<file path="src/rtl/cmdq_arb_pkg.sv">
`timescale 1ns/1ps
package cmdq_arb_pkg;
  parameter int unsigned DEF_NUM_Q = 6;
  parameter int unsigned DEF_CMD_W = 16;
endpackage

</file>
<file path="src/rtl/cmdq_arm.sv">
`timescale 1ns/1ps
module cmdq_arm #(
  parameter int unsigned NUM_Q = cmdq_arb_pkg::DEF_NUM_Q
) (
  input  logic             clk_i,
  input  logic             rst_ni,
  input  logic [NUM_Q-1:0] sw_trig_i,
  input  logic [NUM_Q-1:0] hw_trig_i,
  input  logic [NUM_Q-1:0] hw_en_i,
  input  logic [NUM_Q-1:0] q_nempty_i,
  output logic [NUM_Q-1:0] armed_o
);
  logic [NUM_Q-1:0] armed_q;
  logic [NUM_Q-1:0] arm_set;

  assign arm_set = sw_trig_i | (hw_trig_i & hw_en_i);

  // trigger wins over disarm on empty
  always_ff @(posedge clk_i or negedge rst_ni) begin
    if (!rst_ni) armed_q <= '0;
    else         armed_q <= arm_set | (armed_q & q_nempty_i);
  end

  assign armed_o = armed_q;
endmodule

</file>
<file path="src/rtl/cmdq_prio.sv">
`timescale 1ns/1ps
module cmdq_prio #(
  parameter int unsigned NUM_Q = cmdq_arb_pkg::DEF_NUM_Q
) (
  input  logic [NUM_Q-1:0] req_i,
  output logic [NUM_Q-1:0] gnt_o
);
  logic [NUM_Q-1:0] blk;

  for (genvar i = 0; i < NUM_Q; i++) begin : g_chain
    if (i == 0) begin : g_first
      assign blk[i] = 1'b0;
    end else begin : g_rest
      assign blk[i] = blk[i-1] | req_i[i-1];
    end
    assign gnt_o[i] = req_i[i] & ~blk[i];
  end
endmodule

</file>
<file path="src/rtl/cmdq_coh.sv">
`timescale 1ns/1ps
module cmdq_coh #(
  parameter int unsigned NUM_Q = cmdq_arb_pkg::DEF_NUM_Q
) (
  input  logic             clk_i,
  input  logic             rst_ni,
  input  logic [NUM_Q-1:0] gnt_i,
  input  logic [NUM_Q-1:0] cont_i,
  input  logic [NUM_Q-1:0] clr_i,
  output logic [NUM_Q-1:0] irq_o
);
  logic [NUM_Q-1:0] owner_q, owner_d;
  logic [NUM_Q-1:0] irq_q, brk;
  logic             any_gnt;

  assign any_gnt = |gnt_i;
  // owner is one-hot or zero (no open sequence)
  assign brk     = any_gnt ? (owner_q & ~gnt_i) : '0;
  assign owner_d = any_gnt ? (gnt_i & cont_i) : owner_q;

  always_ff @(posedge clk_i or negedge rst_ni) begin
    if (!rst_ni) begin
      owner_q <= '0;
      irq_q   <= '0;
    end else begin
      owner_q <= owner_d;
      irq_q   <= (irq_q & ~clr_i) | brk;
    end
  end

  assign irq_o = irq_q;
endmodule

</file>
<file path="src/rtl/cmdq_arbiter.sv">
`timescale 1ns/1ps
module cmdq_arbiter #(
  parameter int unsigned NUM_Q = cmdq_arb_pkg::DEF_NUM_Q,
  parameter int unsigned CMD_W = cmdq_arb_pkg::DEF_CMD_W
) (
  input  logic                   clk_i,
  input  logic                   rst_ni,
  input  logic [NUM_Q-1:0]       sw_trig_i,
  input  logic [NUM_Q-1:0]       hw_trig_i,
  input  logic [NUM_Q-1:0]       hw_en_i,
  input  logic [NUM_Q-1:0]       q_nempty_i,
  input  logic [NUM_Q-1:0]       q_cont_i,
  input  logic [NUM_Q*CMD_W-1:0] q_cmd_i,
  input  logic                   eng_ready_i,
  input  logic [NUM_Q-1:0]       irq_clr_i,
  output logic [NUM_Q-1:0]       gnt_o,
  output logic                   cmd_valid_o,
  output logic [CMD_W-1:0]       cmd_o,
  output logic [NUM_Q-1:0]       armed_o,
  output logic [NUM_Q-1:0]       coh_irq_o,
  output logic                   irq_o
);
  logic [NUM_Q-1:0] armed, elig, gnt, flags;

  cmdq_arm #(.NUM_Q(NUM_Q)) u_arm (
    .clk_i      (clk_i),
    .rst_ni     (rst_ni),
    .sw_trig_i  (sw_trig_i),
    .hw_trig_i  (hw_trig_i),
    .hw_en_i    (hw_en_i),
    .q_nempty_i (q_nempty_i),
    .armed_o    (armed)
  );

  assign elig = armed & q_nempty_i & {NUM_Q{eng_ready_i}};

  cmdq_prio #(.NUM_Q(NUM_Q)) u_prio (
    .req_i (elig),
    .gnt_o (gnt)
  );

  cmdq_coh #(.NUM_Q(NUM_Q)) u_coh (
    .clk_i  (clk_i),
    .rst_ni (rst_ni),
    .gnt_i  (gnt),
    .cont_i (q_cont_i),
    .clr_i  (irq_clr_i),
    .irq_o  (flags)
  );

  always_comb begin
    cmd_o = '0;
    for (int i = 0; i < NUM_Q; i++) begin
      if (gnt[i]) cmd_o = cmd_o | q_cmd_i[i*CMD_W +: CMD_W];
    end
  end

  assign gnt_o       = gnt;
  assign cmd_valid_o = |gnt;
  assign armed_o     = armed;
  assign coh_irq_o   = flags;
  assign irq_o       = |flags;
endmodule

</file>
<file path="config.mk">
export PLATFORM = sky130hd
export DESIGN_NAME = cmdq_arbiter
export DESIGN_NICKNAME = d
export VERILOG_FILES = /design/src/rtl/cmdq_arb_pkg.sv /design/src/rtl/cmdq_arm.sv /design/src/rtl/cmdq_prio.sv /design/src/rtl/cmdq_coh.sv /design/src/rtl/cmdq_arbiter.sv
export SDC_FILE = /design/constraint.sdc
export NUM_CORES = 1
export LEC_CHECK = 0
export BUFFER_PORTS_ARGS = -buffer_cell sky130_fd_sc_hd__buf_2
export CAP_MARGIN = 10
export CORE_AREA = 2 2 66 68
export DETAILED_ROUTE_END_ITERATION = 6
export DIE_AREA = 0 0 68 70
export PLACE_DENSITY = 0.92
export SLEW_MARGIN = 5
export SYNTH_ARGS = -nofsm -noshare
export SYNTH_HDL_FRONTEND = slang
export SYNTH_HIERARCHICAL = 1
export SYNTH_SLANG_ARGS = --single-unit
</file>
<file path="constraint.sdc">
create_clock -name clk_i -period 4.9 [get_ports clk_i]
set_input_delay 0.245 -clock clk_i [delete_from_list [all_inputs] [get_ports clk_i]]
set_output_delay 0.245 -clock clk_i [all_outputs]
set_load 0.05 [all_outputs]
</file>
==> flow_metrics.py <==
metrics = {
    "die": {
        "start_util_pct": 34.4,
        "fp.dieArea_um2": 4760,
        "fp.coreArea_um2": 4140,
        "fp-row-count": 24,
        "fp.dieH_um": 70,
        "die_x_um": 68,
        "ioPinCount": 171,
    },
    "placed_design": {
        "hpwl_um": 4670,
        "place.port_buffers": 170,
        "gp_congestion": 0.719,
        "dp_cells": 358,
    },
    "pwr": {
        "power.density_nw_per_um2": 252,
        "p_leak_nw": 1.22,
        "irDropWorstVdd_mv": 0.187,
    },
    "sta": {
        "tightest_slew_ns": 1.02,
        "period_needed_ns": 3.27,
        "period_share_pct": 66.7,
        "clock-skew-final_ns": 0.00212,
        "slew_headroom_pct": 31.8,
        "timing.final.hold_violations": 0,
        "fmax_ghz": 0.306,
        "finalSetupViolCount": 0,
        "tns_ns": 0,
        "slew_viol_final": 0,
        "rsz0062_at_grt": "no",
    },
    "finish": {
        "drive_gt1_share_pct": 59.7,
        "area_growth_pct": 59.6,
        "antenna_cells": 0,
        "final_net_count": 447,
        "mostFrequentLayoutCells": "buf_2, a22oi_1, dfrtp_1",
        "nFillCells": 391,
        "mostFrequentLayoutCell": "buf_2",
        "register_area_um2": 450,
        "finalNonFillerCells": 362,
        "multiInputGateArea_um2": 807,
    },
    "critical_path": {
        "start_kind": "flop",
        "crit_fanout": 25,
        "endpoint": "cmd_o[0]",
        "crit_type": "flop to output port",
        "rr_worst_depth": 6,
        "r2r-start": "u_arm/armed_o[0]",
        "startpoint": "u_arm/armed_o[0]",
        "ff2ff_setup_slack_ns": 1.69,
        "cp.arrival_ns": 3.02,
        "r2r-end": "u_coh/irq_o[4]",
        "critPathCaptureType": "output port",
        "required_ns": 4.66,
    },
    "clock_network": {
        "numClockSinks": 18,
        "cts_root_buf": "clkbuf_8",
        "cts_tree": "yes",
        "post_cts_buffers": 0,
        "clockBufferDepth": 2,
        "h-tree-depth": 1,
        "cts.clk_slew.worst_paths_ns": 0.06,
        "insertion_delay_ns": 0.25,
        "cts_inserted_buffers": 3,
    },
    "yosys": {
        "synth_area_um2": 1430,
        "yosysSeqAreaShare_pct": 31.6,
        "synth_top_area_share_pct": 31.6,
        "synth_warnings": 6,
        "syn_nets": 282,
        "avgSynthCellArea_um2": 9.70,
        "ys_types": 25,
        "synth_area_leader_cell": "dfrtp_1",
        "synth_cells": 147,
        "ys_ff_latch": 18,
        "yosys-top-cells-area": "dfrtp_1, a22oi_1, buf_6, nand3_1, a221o_1",
    },
    "global_route": {
        "grt.overflow.total": 0,
        "antenna_found_initial": 0,
        "grt_first_pass_wirelength_um": 8790,
        "grt_max_degree": 26,
        "grt_pass1_vias": 2020,
        "grtUsageTotal_pct": 24.0,
    },
    "detailed_routing": {
        "antenna_left": 0,
        "firstDrtPassIters": 4,
        "routedWlPerCell_um": 16.1,
        "drt_iter0_markers": 96,
        "via_count": 1993,
        "routed_via_density": 5.51,
        "drc": 0,
        "wl_um": 5820,
    },
    "status": {
        "outcome": "completed",
    },
    "hold_path": {
        "hp-class": "input port to flop",
        "whs_path_depth": 2,
    },
    "flow_run": {
        "drv_cap": 0,
    },
}
-- stage by stage --
stage | total power, mW | util (%) | setup WS, ns | hold slack [ns] | instance area, um^2
2_1_floorplan | 0.376 | - | 0.624 | -0.0506 | 1430
3_3_place_gp | 0.472 | 53.7 | 1.86 | 0.190 | 2230
3_5_place_dp | 0.477 | 53.7 | 1.75 | 0.194 | 2230
4_1_cts | 0.578 | 55.0 | 1.59 | 0.161 | 2280
5_1_grt | 0.604 | 55.0 | 1.37 | 0.178 | 2280
6_report | 0.574 | 55.0 | 1.63 | 0.165 | 2280
-- repair_timing --
action                                  CTS  global route
endpoints found under the setup margin    0             0
hold buffers                              1             0
resized for setup                         0             0
hold endpoints to repair                 18             0
-- flip-flops by register name, indices dropped and copies added, names as in the netlist --
signal	count
u_arm/armed_o	6
u_coh/irq_o	6
u_coh/owner_q	6
-- metal layers --
layer / vias to the layer above / wire (um) / GRT usage [%]
met2: 135 / 2990 / 44.8
met5: - / 0 / 0
met1: 925 / 2110 / 24.8
met4: 0 / 87 / 8.44
met3: 10 / 624 / 6.28
li1: 923 / - / -
-- power breakdown --
| group | leakage, nW | total [mW] | switching (mW) | internal (mW) |
|---|---|---|---|---|
| Combinational | 0.977 | 0.304 | 0.205 | 0.0986 |
| Sequential | 0.224 | 0.171 | 0.00968 | 0.161 |
| Clock | 0.0216 | 0.0996 | 0.0450 | 0.0545 |
-- cell type report --
cell class	count	area share [%]
clock buffers	3	1.81
well taps	52	2.86
inverters	10	1.65
multi-input cells	106	35.4
flip-flops and latches	18	19.8
repair buffers	173	38.5
-- logic make-up (layout without fill, tap and decap cells) --
family	count (synthesis)	count (layout)	synth area share (%)
AOI/OAI and AO/OA	68	68	38.1
buffers and inverters	23	186	12.8
DFF	18	18	31.6
and+or+nand+nor	38	38	17.5
-- worst min-delay path by stage --
stage / startpoint / end / slack (ns)
3_5_place_dp: rst_ni / u_arm/armed_o[1] / 0.19
2_1_floorplan: rst_ni / u_arm/armed_o[0] / -0.05
4_1_cts: irq_clr_i[3] / u_coh/irq_o[3] / 0.16
3_3_place_gp: rst_ni / u_arm/armed_o[0] / 0.19
5_1_grt: irq_clr_i[2] / u_coh/irq_o[2] / 0.18
6_report: irq_clr_i[3] / u_coh/irq_o[3] / 0.16
-- synth_stat cells (all sizes together) --
cell type / n
nor4b: 1
and3b: 1
nor3: 1
a221o: 6
a22o: 6
nand3: 16
buf: 12
nor2b: 3
and2: 1
nor3b: 1
o21ai: 4
nor4: 3
a22oi: 48
clkbuf: 1
dfrtp: 18
nand2: 2
inv: 10
nor2: 2
o32ai: 4
or4: 1
and3: 6
-- critical path: stages, from the launching register on --
cell     delay, ns
dfrtp_1       0.40
and3_1        0.53
nor4_2        0.39
and3b_1       0.84
a22oi_1       0.20
nand3_1       0.14
buf_2         0.26
Note: power is estimated with default switching activity, not from simulation.
